<file path="config.mk">
export PLATFORM = sky130hd
export DESIGN_NAME = panel_pwr_seq
export DESIGN_NICKNAME = d
export VERILOG_FILES = /design/src/rtl/panel_seq_pkg.sv /design/src/rtl/panel_seq_rom.sv /design/src/rtl/panel_seq_timer.sv /design/src/rtl/panel_wr_port.sv /design/src/rtl/panel_pwr_seq.sv
export SDC_FILE = /design/constraint.sdc
export NUM_CORES = 1
export LEC_CHECK = 0
export BUFFER_PORTS_ARGS = -buffer_cell sky130_fd_sc_hd__buf_2
export CORE_MARGIN = 5
export CORE_UTILIZATION = 55
export CTS_CLUSTER_SIZE = 28
export DETAILED_ROUTE_END_ITERATION = 8
export PLACE_DENSITY = 0.82
export SLEW_MARGIN = 30
export SYNTH_ARGS = -nofsm -noshare
export SYNTH_HDL_FRONTEND = slang
export SYNTH_HIERARCHICAL = 1
export SYNTH_SLANG_ARGS = --single-unit
</file>
<file path="constraint.sdc">
create_clock -name clk -period 7.9 [get_ports clk]
set_input_delay 0.395 -clock clk [delete_from_list [all_inputs] [get_ports clk]]
set_output_delay 0.395 -clock clk [all_outputs]
set_load 0.005 [all_outputs]
</file>
<file path="src/rtl/panel_seq_pkg.sv">
package panel_seq_pkg;

  localparam int PC_W = 6;

  typedef enum logic [2:0] {
    OP_WRITE  = 3'd0,
    OP_MS     = 3'd1,
    OP_FRAMES = 3'd2,
    OP_RSTPIN = 3'd3,
    OP_PWRPIN = 3'd4,
    OP_JUMP   = 3'd5,
    OP_END    = 3'd6
  } op_e;

  typedef struct packed {
    op_e         op;
    logic [7:0]  addr;
    logic [15:0] arg;
  } step_t;

  localparam logic [PC_W-1:0] ENTRY_BRINGUP = 6'd0;
  localparam logic [PC_W-1:0] ENTRY_POWER   = 6'd8;
  localparam logic [PC_W-1:0] ENTRY_SLEEP   = 6'd26;
  localparam logic [PC_W-1:0] ENTRY_WAKE    = 6'd34;

  function automatic step_t wr(input logic [7:0] a, input logic [15:0] d);
    return '{op: OP_WRITE, addr: a, arg: d};
  endfunction

  function automatic step_t ctl(input op_e o, input logic [15:0] v);
    return '{op: o, addr: 8'h00, arg: v};
  endfunction

  // Step table; the power and display-on steps are shared by bring-up and wake.
  function automatic step_t seq_step(input logic [PC_W-1:0] idx);
    case (idx)
      6'd0:  return ctl(OP_RSTPIN, 16'd1);
      6'd1:  return ctl(OP_MS, 16'd10);
      6'd2:  return ctl(OP_RSTPIN, 16'd0);
      6'd3:  return ctl(OP_MS, 16'd10);
      6'd4:  return ctl(OP_RSTPIN, 16'd1);
      6'd5:  return ctl(OP_MS, 16'd10);
      6'd6:  return ctl(OP_PWRPIN, 16'd1);
      6'd7:  return ctl(OP_MS, 16'd10);
      6'd8:  return wr(8'h07, 16'h0000);
      6'd9:  return ctl(OP_MS, 16'd10);
      6'd10: return wr(8'h12, 16'h1618);
      6'd11: return wr(8'h11, 16'h2227);
      6'd12: return wr(8'h13, 16'h61D1);
      6'd13: return wr(8'h10, 16'h550C);
      6'd14: return ctl(OP_FRAMES, 16'd5);
      6'd15: return wr(8'h12, 16'h0C58);
      6'd16: return wr(8'h07, 16'h0001);
      6'd17: return ctl(OP_FRAMES, 16'd1);
      6'd18: return wr(8'h07, 16'h0101);
      6'd19: return ctl(OP_FRAMES, 16'd2);
      6'd20: return wr(8'h76, 16'h2213);
      6'd21: return wr(8'h1C, 16'h6650);
      6'd22: return wr(8'h0B, 16'h33E1);
      6'd23: return wr(8'h76, 16'h0000);
      6'd24: return wr(8'h07, 16'h0103);
      6'd25: return ctl(OP_END, 16'd0);
      6'd26: return wr(8'h0B, 16'h30E1);
      6'd27: return wr(8'h07, 16'h0102);
      6'd28: return ctl(OP_FRAMES, 16'd2);
      6'd29: return wr(8'h07, 16'h0000);
      6'd30: return wr(8'h12, 16'h0000);
      6'd31: return wr(8'h10, 16'h0100);
      6'd32: return wr(8'h10, 16'h0001);
      6'd33: return ctl(OP_END, 16'd0);
      6'd34: return wr(8'h10, 16'h0000);
      6'd35: return ctl(OP_JUMP, 16'(ENTRY_POWER));
      default: return ctl(OP_END, 16'd0);
    endcase
  endfunction

endpackage

</file>
<file path="src/rtl/panel_seq_rom.sv">
module panel_seq_rom
  import panel_seq_pkg::*;
(
  input  logic [PC_W-1:0] pc,
  output step_t           step
);
  always_comb step = seq_step(pc);
endmodule

</file>
<file path="src/rtl/panel_seq_timer.sv">
module panel_seq_timer #(
  parameter int CYCLES_PER_MS = 100000,
  parameter int CNT_W         = 32
) (
  input  logic        clk,
  input  logic        rst_n,
  input  logic        load_ms,
  input  logic        load_frames,
  input  logic [15:0] amount,
  input  logic        vsync_edge,
  output logic        fin
);
  logic             active;
  logic             by_frame;
  logic [CNT_W-1:0] cnt;

  always_ff @(posedge clk or negedge rst_n) begin
    if (!rst_n) begin
      active   <= 1'b0;
      by_frame <= 1'b0;
      cnt      <= '0;
      fin      <= 1'b0;
    end else begin
      fin <= 1'b0;
      if (load_ms) begin
        active   <= 1'b1;
        by_frame <= 1'b0;
        cnt      <= CNT_W'(amount) * CNT_W'(CYCLES_PER_MS) - CNT_W'(1);
      end else if (load_frames) begin
        // N frames: N+1 edges, so N remaining after the first
        active   <= 1'b1;
        by_frame <= 1'b1;
        cnt      <= CNT_W'(amount);
      end else if (active && (!by_frame || vsync_edge)) begin
        if (cnt == '0) begin
          active <= 1'b0;
          fin    <= 1'b1;
        end else begin
          cnt <= cnt - CNT_W'(1);
        end
      end
    end
  end

  AST_ONE_LOAD: assert property (@(posedge clk) disable iff (!rst_n)
    !(load_ms && load_frames));
  AST_LOAD_WHEN_IDLE: assert property (@(posedge clk) disable iff (!rst_n)
    (load_ms || load_frames) |-> !active);
  AST_FIN_SINGLE: assert property (@(posedge clk) disable iff (!rst_n)
    fin |=> !fin);
endmodule

</file>
<file path="src/rtl/panel_wr_port.sv">
module panel_wr_port #(
  parameter int ADDR_W = 8,
  parameter int DATA_W = 16
) (
  input  logic              clk,
  input  logic              rst_n,
  input  logic              issue,
  input  logic [ADDR_W-1:0] issue_addr,
  input  logic [DATA_W-1:0] issue_data,
  input  logic              wr_ready,
  output logic              wr_valid,
  output logic [ADDR_W-1:0] wr_addr,
  output logic [DATA_W-1:0] wr_data,
  output logic              accepted
);
  assign accepted = wr_valid && wr_ready;

  always_ff @(posedge clk or negedge rst_n) begin
    if (!rst_n) begin
      wr_valid <= 1'b0;
      wr_addr  <= '0;
      wr_data  <= '0;
    end else if (issue) begin
      wr_valid <= 1'b1;
      wr_addr  <= issue_addr;
      wr_data  <= issue_data;
    end else if (accepted) begin
      wr_valid <= 1'b0;
    end
  end

  AST_HOLD_UNTIL_READY: assert property (@(posedge clk) disable iff (!rst_n)
    (wr_valid && !wr_ready) |=> (wr_valid && $stable(wr_addr) && $stable(wr_data)));
  AST_ISSUE_FREE: assert property (@(posedge clk) disable iff (!rst_n)
    issue |-> !wr_valid);
endmodule

</file>
<file path="src/rtl/panel_pwr_seq.sv">
module panel_pwr_seq
  import panel_seq_pkg::*;
#(
  parameter int CYCLES_PER_MS = 100000,
  parameter int CNT_W         = 32
) (
  input  logic        clk,
  input  logic        rst_n,
  input  logic        start_req,
  input  logic        enable_req,
  input  logic        disable_req,
  input  logic        vsync_edge,
  input  logic        wr_ready,
  output logic        wr_valid,
  output logic [7:0]  wr_addr,
  output logic [15:0] wr_data,
  output logic        panel_pwr_en,
  output logic        panel_rst_line,
  output logic        seq_done
);
  typedef enum logic [1:0] {S_IDLE, S_EXEC, S_WRITE, S_WAIT} state_e;

  state_e          state;
  logic [PC_W-1:0] pc;
  logic            powered;
  logic            panel_on;
  step_t           step;
  logic            issue;
  logic            accepted;
  logic            load_ms;
  logic            load_frames;
  logic            fin;

  panel_seq_rom u_rom (.pc(pc), .step(step));

  assign issue       = (state == S_EXEC) && (step.op == OP_WRITE);
  assign load_ms     = (state == S_EXEC) && (step.op == OP_MS);
  assign load_frames = (state == S_EXEC) && (step.op == OP_FRAMES);

  panel_wr_port #(.ADDR_W(8), .DATA_W(16)) u_port (
    .clk(clk), .rst_n(rst_n), .issue(issue),
    .issue_addr(step.addr), .issue_data(step.arg),
    .wr_ready(wr_ready), .wr_valid(wr_valid),
    .wr_addr(wr_addr), .wr_data(wr_data), .accepted(accepted)
  );

  panel_seq_timer #(.CYCLES_PER_MS(CYCLES_PER_MS), .CNT_W(CNT_W)) u_timer (
    .clk(clk), .rst_n(rst_n), .load_ms(load_ms), .load_frames(load_frames),
    .amount(step.arg), .vsync_edge(vsync_edge), .fin(fin)
  );

  always_ff @(posedge clk or negedge rst_n) begin
    if (!rst_n) begin
      state          <= S_IDLE;
      pc             <= ENTRY_BRINGUP;
      powered        <= 1'b0;
      panel_on       <= 1'b0;
      panel_pwr_en   <= 1'b0;
      panel_rst_line <= 1'b0;
      seq_done       <= 1'b0;
    end else begin
      case (state)
        S_IDLE: begin
          if (start_req && !powered) begin
            pc       <= ENTRY_BRINGUP;
            powered  <= 1'b1;
            panel_on <= 1'b1;
            seq_done <= 1'b0;
            state    <= S_EXEC;
          end else if (powered && enable_req && !panel_on) begin
            pc       <= ENTRY_WAKE;
            panel_on <= 1'b1;
            seq_done <= 1'b0;
            state    <= S_EXEC;
          end else if (powered && disable_req && panel_on) begin
            pc       <= ENTRY_SLEEP;
            panel_on <= 1'b0;
            seq_done <= 1'b0;
            state    <= S_EXEC;
          end
        end
        S_EXEC: begin
          case (step.op)
            OP_WRITE:  state <= S_WRITE;
            OP_MS,
            OP_FRAMES: state <= S_WAIT;
            OP_RSTPIN: begin
              panel_rst_line <= step.arg[0];
              pc             <= pc + PC_W'(1);
            end
            OP_PWRPIN: begin
              panel_pwr_en <= step.arg[0];
              pc           <= pc + PC_W'(1);
            end
            OP_JUMP:   pc <= step.arg[PC_W-1:0];
            default: begin
              seq_done <= 1'b1;
              state    <= S_IDLE;
            end
          endcase
        end
        S_WRITE: begin
          if (accepted) begin
            pc    <= pc + PC_W'(1);
            state <= S_EXEC;
          end
        end
        default: begin
          if (fin) begin
            pc    <= pc + PC_W'(1);
            state <= S_EXEC;
          end
        end
      endcase
    end
  end

  AST_DONE_QUIET: assert property (@(posedge clk) disable iff (!rst_n)
    seq_done |-> !wr_valid);
  AST_WRITE_POWERED: assert property (@(posedge clk) disable iff (!rst_n)
    wr_valid |-> (panel_pwr_en && panel_rst_line));
  AST_DONE_AFTER_IDLE: assert property (@(posedge clk) disable iff (!rst_n)
    $rose(seq_done) |-> (state == S_IDLE) && !wr_valid);
  AST_PINS_STILL_WHEN_DONE: assert property (@(posedge clk) disable iff (!rst_n)
    (seq_done && $past(seq_done)) |-> ($stable(panel_pwr_en) && $stable(panel_rst_line)));
endmodule

</file>
---- Word-level counts from Yosys, hierarchy flattened ----
Memory sizes are Yosys's and may differ from the RTL's.
Cells that the tools add are included.
Widths: inputs -> output; s select.
word-level totals
  memories kept ........................... 1
  output and inout port bits .............. 28
  word-level logic and storage cells ...... 106
  bits in registers ....................... 73
  ROM bits ................................ 1600
memories
  memory            depth  width  rd ports  clocked after Yosys merged registers in  write ports  RTL line             RTL
  (name not given)  64     25     1         0                                        0            panel_seq_pkg.sv:36  case (idx)
operators by class
  eq/ne operators ......................... 13
  add/subtract/negate cells ............... 3
  reduce and logical (&&, ||, !) cells .... 37
  multiply operators ...................... 1
  multiplexer cells ....................... 37
operators with widths
  kind                    number
  $mux 32                 4
  $sub 32x1->32 const B   2
  $logic_not 32->1        1
  $mux 6                  5
  $mul 16x12->27 const B  1
  $mux 1                  18
  $pmux 6 s3              1
  $pmux 2 s3              2
  $pmux 6 s2              1
  $reduce_and 2->1        6
  $logic_and 1x1->1       10
  $mux 2                  5
  $reduce_bool 3->1       3
  $reduce_and 4->1        2
  $add 6x1->6 const B     1
  $eq 3x2->1 const B      2
  $eq 3x3->1 const B      2
  $ne 2x2->1 const B      3
  $reduce_bool 2->1       3
  $reduce_or 6->1         1
  $ne 4x4->1 const B      1
  $reduce_bool 4->1       1
  $reduce_or 2->1         2
  $eq 3x1->1 const B      1
  other kinds (11)        13

---- Logic depth before layout (Yosys ltp) ----
Gate-level depths: netlist (run 1).
  word-level depth ........................ 6
  depth in mapped cells ................... 27

---- Modules after synthesis ----
Netlist (run 1), hierarchy kept.
modules (own cells, without submodules)
  module           area an instance (um2)  cells an instance  sequential area each (um2)  instances
  panel_seq_timer  6525.0                  796                875.8                       1
  panel_wr_port    1036.0                  55                 625.6                       1
  panel_pwr_seq    910.9                   96                 325.3                       1
  panel_seq_rom    869.6                   144                0.0                         1

---- Worst setup path after synthesis (run 1) ----
OpenSTA, ideal clock, no wires.
  kind .................................... reg2reg
  start ................................... reg pc[0]
  end ..................................... reg u_timer.cnt[29]
  cell stages (with the launch flop) ...... 26
  path slack .............................. 984 ps
  data required time ...................... 7774 ps
  library setup time ...................... 126 ps
  data arrival time ....................... 6790 ps
  period minus slack after synthesis ...... 6916 ps
  path through ............................ dfrtp_1 > inv_1 > ha_1 > clkbuf_1 > nand2_1 > a21boi_0 > nor3b_1 > ha_1 > xor2_1 > xor2_1 > ha_1 > fa_1 > inv_1 > fa_1 > inv_1 > ha_1 > clkbuf_1 > a21o_1 > a31oi_1 > o21a_1 > a21boi_0 > o221ai_2 > nor4_2 > nand2_1 > xor2_1 > a221o_1
RTL lines
  element                 RTL line               RTL
  from (decl)             panel_pwr_seq.sv:24    logic [PC_W-1:0] pc;
  from (signal assigned)  panel_pwr_seq.sv:89    pc <= pc + PC_W'(1);
  from (signal assigned)  panel_pwr_seq.sv:93    pc <= pc + PC_W'(1);
  from (signal assigned)  panel_pwr_seq.sv:95    OP_JUMP: pc <= step.arg[PC_W-1:0];
  to (signal assigned)    panel_seq_timer.sv:28  cnt <= CNT_W'(amount) * CNT_W'(CYCLES_PER_MS) - CNT_W'(1);
  to (signal assigned)    panel_seq_timer.sv:33  cnt <= CNT_W'(amount);
  to (signal assigned)    panel_seq_timer.sv:39  cnt <= cnt - CNT_W'(1);
  to (decl)               panel_seq_timer.sv:15  logic [CNT_W-1:0] cnt;

==> out/metrics.yaml, run 1 <==
final_layout_size_suffix_gt1_share_pct: 13.6
status: "finished clean"
route.detailed.drc: 0
cts_hold_buf: 1
synth_top_area_share_pct: 19.6
grt_pass1_vias: 7883
cts_tree: "yes"
hold_depth: 2
synthXorXnorAreaFrac_pct: 5.17
timing.final.crit_share_pct: 93.9
netlist_instances: 1091
grt_max_degree: 44
finalSetupViolCount: 0
synth_edf_count: 0
avgSynthCellArea_um2: 8.56
min_period_ns: 7.42
cts_buffers: 9
viasPerCell: 6.07
post_cts_buffers: 0
synthesis.area_um2: 9340
layout_common_cells: "inv_1, ha_1, nand2_1, dfrtp_1, a21oi_1"
reg2reg_from: "pc[1]$_DFFE_PN0P_"
grt_pass1_wl_um: 39400
synth-seq-area-share_pct: 19.6
firstDrtPassIters: 6
cp_common_cell: "inv_1"
slowest_stage: "fa_1"
synth_cell_types: 98
r2r_slack_ns: 0.48
insertion_delay_ns: 0.35
ys_dominant_reg_cell: "dfrtp_1"
placement_rows: 47
hold_path_class: "input pin to flop"
hold_end: "powered$_DFFE_PN0P_"
synth_mux_area_share_pct: 5.44
clk_pin_slew_ns: 0.07
dpl.hpwl_um: 18600
h-tree-depth: 3
cts-resized-gates: 0
detail-route-antenna-nets: 0
antenna_found_initial: 0
startpoint_type: "flop"
async_reset_ff_share_pct: 100
wl_per_cell_um: 17.9
die_y_um: 140
min_from: "start_req"
vias: 8066
max_cap_viol_count: 0
slowest_delay_ns: 0.59
rsz0062_at_grt: "false"
synth_top_area_cell: "dfrtp_1"
synth_fa_ha_area_share_pct: 23.5
ys_top_cells_by_area: "dfrtp_1, ha_1, fa_1"
dieArea_um2: 19700
final_common_cell: "inv_1"
track_usage_pct: 24.2
drv_slew: 0
worstPathMaxFanout: 9
synth_simple_gate_area_share_pct: 17.9
num-fill-cells: 1446
worst_ep_arrival_time_ns: 7.65
gp_congestion: 0.946
end_kind: "flop"
crit_start: "pc[1]$_DFFE_PN0P_"
layout.nets: 1264
die_x_um: 140
synth-compound-area-share_pct: 19.7
timing.slew.headroom_pct: 36.2
worst_pin_slew_ns: 0.953
ys_ff_latch: 73
rr_worst_depth: 25
fmax_ghz: 0.135
timing.rr.end: "u_timer/cnt[30]$_DFFE_PN0P_"
routed_wirelength_um: 23800
synth_top_family_by_area: "adder cells"
cp_num_buf_inv: 5
grt_overflow: 0
portBuffers: 34
clock-sinks: 73
crit_family: "adder cells"
num_antenna_cells: 0
boundaryPins: 35
core_area_um2: 16600
finClkSkew_ns: 0.00994
drtIter0Drc: 691
syn_to_final_growth_pct: 6.82
yosysWarnings: 6
fin_setup_tns_ns: 0
worstPathRequired_ns: 8.13
start_util_pct: 56.1
path_class: "flop to flop"
cts_buffer_depth: 2
finalHoldViolations: 0
ctsRootBufferMaster: "clkbuf_16"
## cells in the mapped netlist, types with 8 or more instances
library cell / instances
and2_1: 10
o21a_1: 9
mux2i_1: 8
nand2_1: 77
nand4_1: 11
a211oi_1: 9
a21o_1: 15
fa_1: 38
buf_2: 13
a221o_1: 9
dfrtp_1: 73
a21oi_1: 72
xnor2_1: 30
inv_1: 125
or3_1: 15
ha_1: 115
o221ai_1: 8
nor3_1: 28
mux2_4: 21
nor4_1: 12
nor2_1: 67
mux2_2: 10
nand3_1: 26
o21ai_0: 44
buf_4: 8
clkbuf_1: 31
xor2_1: 22
nand2b_1: 12
o211ai_1: 11
o21ai_1: 18
## state kept, by name (all words and copies together), names as in the netlist
signal / count
panel_rst_line: 1
pc: 6
panel_on: 1
u_port/wr_valid: 1
u_timer/by_frame: 1
u_port/wr_data: 16
u_timer/cnt: 32
state: 2
seq_done: 1
u_timer/active: 1
panel_pwr_en: 1
u_timer/fin: 1
powered: 1
u_port/wr_addr: 8
## per-stage QoR
step | area [µm²] | utilization [%] | cells | setup WS [ns] | hold slack (ns)
floorplan | 9350 | - | 1092 | 0.984 | 0.0994
global placement | 9650 | 58.0 | 1311 | 0.881 | 0.473
detailed placement | 9680 | 58.2 | 1312 | 0.705 | 0.371
CTS | 9980 | 60.0 | 1329 | 0.671 | 0.290
global route | 9980 | 60.0 | 1329 | 0.147 | 0.305
finish | 9980 | 60.0 | 1329 | 0.482 | 0.297
## cell families after synthesis
group                    count (synthesis)
AND/OR/NAND/NOR                        314
AO/OA/AOI/OAI                          272
buffers and inverters                  186
adder cells (fa/ha/maj)                153
flip-flops                              73
XOR/XNOR                                53
multiplexers                            39
other                                    1
## how the worst max path moves through the flow
stage / to / slack, ns / depth (start not counted)
6_report: u_timer/cnt[30]$_DFFE_PN0P_ / 0.48 / 25
5_1_grt: u_timer/cnt[30]$_DFFE_PN0P_ / 0.15 / 25
4_1_cts: u_timer/cnt[29]$_DFFE_PN0P_ / 0.67 / 25
3_5_place_dp: u_timer/cnt[30]$_DFFE_PN0P_ / 0.70 / 25
3_3_place_gp: u_timer/cnt[30]$_DFFE_PN0P_ / 0.88 / 25
2_1_floorplan: u_timer/cnt[29]$_DFFE_PN0P_ / 0.98 / 25
## cell type report
class                           instances  area [µm²]  share of cell area (%)
Clock inverter                          7        60.1                   0.602
Multi-Input combinational cell        833        6720                    67.3
Timing Repair Buffer                   61         398                    3.99
Sequential cell                        73        1830                    18.3
Inverter                              126         473                    4.74
Tap cell                              220         275                    2.76
Clock buffer                            9         225                    2.26
## metal layers
| layer | track usage [%] | share of wire, % |
|---|---|---|
| met5 | 0 | 0 |
| met4 | 8.26 | 2.8 |
| met1 | 32.1 | 44 |
| met3 | 4.77 | 6.0 |
| met2 | 39.6 | 47 |
Power of run 1 is left out: the tool's default activity adds up to more than one toggle a clock period on the data nets, which glitch-free logic cannot reach.
==> run 2: changes to the inputs <==
--- a/config.mk
+++ b/config.mk
@@ -6,6 +6,7 @@
 export NUM_CORES = 1
 export LEC_CHECK = 0
 export BUFFER_PORTS_ARGS = -buffer_cell sky130_fd_sc_hd__buf_2
+export CORE_ASPECT_RATIO = 2
 export CORE_MARGIN = 5
 export CORE_UTILIZATION = 55
 export CTS_CLUSTER_SIZE = 28
==> run 2 against run 1 <==
Clock skew shrank 0.0028 ns. Critical path depth down 1. Design area is 0.48% lower. Count of clock-buffer cells in the layout unchanged. Flip-flop and latch count unchanged.
==> out/metrics.yaml, run 2 (same netlist as run 1, synthesis figures left out) <==
status: "finished clean"
num-fill-cells: 1452
ctsRootBufferMaster: "clkbuf_16"
gp_congestion: 1.01
wl_per_cell_um: 20.4
grt_pass1_vias: 8663
dieArea_um2: 19800
die_y_um: 194
finalSetupViolCount: 0
grt_pass1_wl_um: 42700
detail-route-antenna-nets: 0
placement_rows: 67
largestRegisters: "u_timer/cnt (32), u_port/wr_data (16), u_port/wr_addr (8)"
max_cap_viol_count: 0
syn_to_final_growth_pct: 6.31
track_usage_pct: 27.5
cts_tree: "yes"
min_period_ns: 7.60
drv_slew: 0
hold-worst-slack_ns: 0.0603
fin_setup_tns_ns: 0
portBuffers: 34
clock-sinks: 73
worst_pin_slew_ns: 0.850
crit_start: "pc[1]$_DFFE_PN0P_"
cts_buffer_depth: 2
path_cells: "inv_1, ha_1, nand2_1, a21boi_0, nor3b_1, buf_4, ha_1, xor2_1, xor2_1, ha_1, fa_1, inv_1, fa_1, inv_1, ha_1, a21o_1, a31oi_1, o21ai_0, nor4_1, o32ai_2, a211oi_1, nand4_1, xor2_1, a221o_1"
firstDrtPassIters: 8
crit_family: "adder cells"
antenna_found_initial: 0
worst_ep_arrival_time_ns: 7.84
layout.nets: 1261
largest_reg_flops: 32
cp_common_cell: "ha_1"
rsz0062_at_grt: "false"
worstPathRequired_ns: 8.14
reg2reg_from: "pc[1]$_DFFE_PN0P_"
hold_path_class: "input pin to asynchronous set/reset pin"
fmax_ghz: 0.132
h-tree-depth: 3
finalHoldViolations: 0
postLayoutCoreUtil_pct: 59.2
boundaryPins: 35
top_register: "u_timer/cnt"
startpoint_type: "flop"
layout_common_cells: "inv_1, ha_1, nand2_1, dfrtp_1, a21oi_1"
die_x_um: 102
end_kind: "flop"
vias: 8341
grt_overflow: 0
clk_pin_slew_ns: 0.07
slowest_stage: "fa_1"
slowest_delay_ns: 0.55
timing.slew.headroom_pct: 43.3
viasPerCell: 6.35
grt_max_degree: 74
routed_wirelength_um: 26700
cts_buffers: 9
path_class: "flop to flop"
route.detailed.drc: 0
num_antenna_cells: 0
timing.final.crit_share_pct: 96.2
final_layout_size_suffix_gt1_share_pct: 13.5
dpl.hpwl_um: 21000
cp_num_buf_inv: 4
core_area_um2: 16800
finClkSkew_ns: 0.00712
worstPathMaxFanout: 9
final_common_cell: "inv_1"
drtIter0Drc: 477
start_util_pct: 55.7
cts_hold_buf: 0
insertion_delay_ns: 0.35
run 2: changes by cell type in the layout (fill, tap and decap cells not counted):
cell and delta:
buf_4 -2, buf_16 -1, buf_6 +1, clkinv_4 +1, clkinvlp_4 -1, dlygate4sd3_1 -1
nor4_2 -1, nor4_4 +1
run 2: area by class of cell:
class                      instances  area, µm²  share of cell area (%)
multi-input combinational        833       6730                    67.8
sequential                        73       1830                    18.4
inverter                         126        473                    4.76
timing repair buffer              58        357                    3.59
tap                              207        259                    2.61
clock buffer                       9        225                    2.27
clock inverter                     7       61.3                   0.617
run 2: worst paths after layout:
check / end / slack (ns) / depth (start not counted)
min in group clk: powered$_DFFE_PN0P_ / 0.28 / 2
worst max register to register: u_timer/cnt[30]$_DFFE_PN0P_ / 0.30 / 24
max in group asynchronous: u_timer/cnt[21]$_DFFE_PN0P_ / 7.35 / 1
worst max-delay path: u_timer/cnt[30]$_DFFE_PN0P_ / 0.30 / 24
worst min-delay path: u_port/wr_data[2]$_DFFE_PN0P_ / 0.06 / 1
worst min register to register: u_timer/cnt[19]$_DFFE_PN0P_ / 0.49 / 2
run 2: layer usage:
| metal | track usage [%] | wire, µm | up-vias |
|---|---|---|---|
| met5 | 0 | 0 | - |
| met4 | 24.8 | 2860 | 0 |
| met3 | 2.83 | 912 | 163 |
| met2 | 50.2 | 14300 | 328 |
| met1 | 25.3 | 8710 | 3990 |
| li1 | - | - | 3860 |
run 2: per-stage QoR:
step	cells	instance area, µm²	worst slack, ns
floorplan	1092	9350	0.984
detailed placement	1297	9630	0.365
finish	1313	9930	0.300
CTS	1313	9920	0.351
global placement	1297	9630	0.485
global route	1313	9930	0.0260
run 2: worst register-to-register path, delay by kind of cell (launching register included):
kind / cells / cell delay (ns)
DFF: 1 / 0.51
and+or+nand+nor: 4 / 1.22
buffers and inverters: 4 / 0.60
AOI/OAI and AO/OA: 7 / 1.85
adders and majority gates: 6 / 2.60
xor gates and xnor gates: 3 / 0.70
run 2: timing repair:
item                       CTS  global route
resized for setup            0             1
buffers inserted             0             0
setup endpoints to repair    0             2
Power of run 2 is left out for the same reason.
==> run 3: changes to the inputs <==
--- a/config.mk
+++ b/config.mk
@@ -8,10 +8,10 @@
 export BUFFER_PORTS_ARGS = -buffer_cell sky130_fd_sc_hd__buf_2
 export CORE_ASPECT_RATIO = 2
 export CORE_MARGIN = 5
-export CORE_UTILIZATION = 55
+export CORE_UTILIZATION = 60
 export CTS_CLUSTER_SIZE = 28
 export DETAILED_ROUTE_END_ITERATION = 8
-export PLACE_DENSITY = 0.82
+export PLACE_DENSITY = 0.88
 export SLEW_MARGIN = 30
 export SYNTH_ARGS = -nofsm -noshare
 export SYNTH_HDL_FRONTEND = slang
==> run 3 against run 2 <==
Wire length fell by 0.95%. Maximum frequency rose by 4.9%. Critical path depth rose by 1. Hold slack got worse by 0.0027 ns. Count of clock-buffer cells in the layout did not move. First-iteration DRC count rose by 34%. Clock skew barely moved. Register-to-register slack improved by 0.35 ns. Utilization rose by 5.8 points. Final cell count fell by 0.69%.
==> out/metrics.yaml, run 3 (same netlist as run 1, synthesis figures left out) <==
post_cts_buffers: 0
drtIter0Drc: 638
wl_met2_um: 13900
worst_pin_slew_ns: 0.965
timing.slew.headroom_pct: 35.4
final_layout_size_suffix_gt1_share_pct: 13.5
cts_buffers: 9
worstPathRequired_ns: 8.14
finClkSkew_ns: 0.00663
status: "finished clean"
startpoint_type: "flop"
drv_slew: 0
max_cap_viol_count: 0
end_kind: "flop"
fmax_ghz: 0.138
clk_pin_slew_ns: 0.07
postLayoutCoreUtil_pct: 65.0
path_class: "flop to flop"
h-tree-depth: 3
timing.final.crit_share_pct: 91.7
grt_overflow: 0
gp_congestion: 0.947
final_common_cell: "inv_1"
grt_max_degree: 74
rr_worst_depth: 25
fin_setup_tns_ns: 0
syn_to_final_growth_pct: 6.50
wl_per_cell_um: 20.3
hold_path_class: "input pin to asynchronous set/reset pin"
insertion_delay_ns: 0.35
cts_buffer_depth: 2
wl_met1_um: 8740
die_y_um: 186
core_area_um2: 15300
rsz0062_at_grt: "false"
cts-resized-gates: 0
finalSetupViolCount: 0
wl_met3_um: 1130
cts_tree: "yes"
layout.nets: 1261
min_period_ns: 7.25
boundaryPins: 35
placement_rows: 64
track_usage_pct: 29.0
grt_pass1_wl_um: 42900
viasPerCell: 6.45
portBuffers: 34
firstDrtPassIters: 8
worstPathMaxFanout: 12
largestRegisters: "u_timer/cnt (32), u_port/wr_data (16), u_port/wr_addr (8)"
clock-sinks: 73
top_register: "u_timer/cnt"
routed_wirelength_um: 26500
worst_ep_arrival_time_ns: 7.48
top_layer: "met4"
route.detailed.drc: 0
dp_slack_ns: 0.808
grt_pass1_vias: 8768
cts_hold_buf: 0
die_x_um: 98.2
worst_slack_ns: 0.654
ctsRootBufferMaster: "clkbuf_16"
vias: 8417
start_util_pct: 61.1
antenna_found_initial: 0
num_antenna_cells: 0
detail-route-antenna-nets: 0
largest_reg_flops: 32
dpl.hpwl_um: 20500
dieArea_um2: 18300
layout_common_cells: "inv_1, ha_1, nand2_1, dfrtp_1, a21oi_1"
num-fill-cells: 1260
finalHoldViolations: 0
-- run 3: layout make-up --
class                      count  area [µm²]  share of cell area (%)
multi-input combinational    833        6720                    67.6
inverter                     126         473                    4.75
tap                          198         248                    2.49
timing repair buffer          58         354                    3.56
clock inverter                 7         101                    1.02
clock buffer                   9         225                    2.26
sequential                    73        1830                    18.4
-- run 3: path summary, 6_finish.rpt --
path / endpoint / slack [ns] / from
max: u_timer/cnt[30]$_DFFE_PN0P_ / 0.65 / pc[1]$_DFFE_PN0P_
min: u_port/wr_data[1]$_DFFE_PN0P_ / 0.06 / rst_n
max reg2reg: u_timer/cnt[30]$_DFFE_PN0P_ / 0.65 / pc[1]$_DFFE_PN0P_
min reg2reg: u_timer/by_frame$_DFFE_PN0P_ / 0.49 / u_timer/by_frame$_DFFE_PN0P_
max in group asynchronous: u_timer/cnt[19]$_DFFE_PN0P_ / 7.35 / rst_n
min in group clk: powered$_DFFE_PN0P_ / 0.27 / start_req
-- run 3: metrics by stage --
stage	instances	hold slack, ns	area [µm²]
finish	1304	0.0576	9950
global route	1304	0.125	9950
CTS	1304	0.219	9940
detailed placement	1288	0.484	9620
global placement	1287	0.472	9610
floorplan	1092	0.0994	9350
-- run 3: metal layers --
layer  track usage, %  vias up
met1             28.0     4024
met5                0        -
met3             3.06      156
met2             53.0      375
met4             25.1        0
li1                 -     3862
-- run 3: critical path, stage by stage (launching register included) --
cell	delay, ns
dfrtp_1	0.51
inv_1	0.20
ha_1	0.47
nand2_1	0.15
a21boi_0	0.17
nor3b_1	0.27
buf_4	0.22
ha_1	0.29
xor2_1	0.33
xor2_1	0.12
ha_1	0.20
a31o_2	0.23
fa_1	0.50
inv_1	0.06
fa_1	0.53
inv_1	0.04
ha_1	0.52
nand4_1	0.19
a211oi_1	0.28
a21boi_0	0.32
o21a_1	0.32
o32ai_2	0.14
a211oi_1	0.38
nand4_1	0.18
xor2_1	0.17
a221o_1	0.34
Power of run 3 is left out for the same reason.
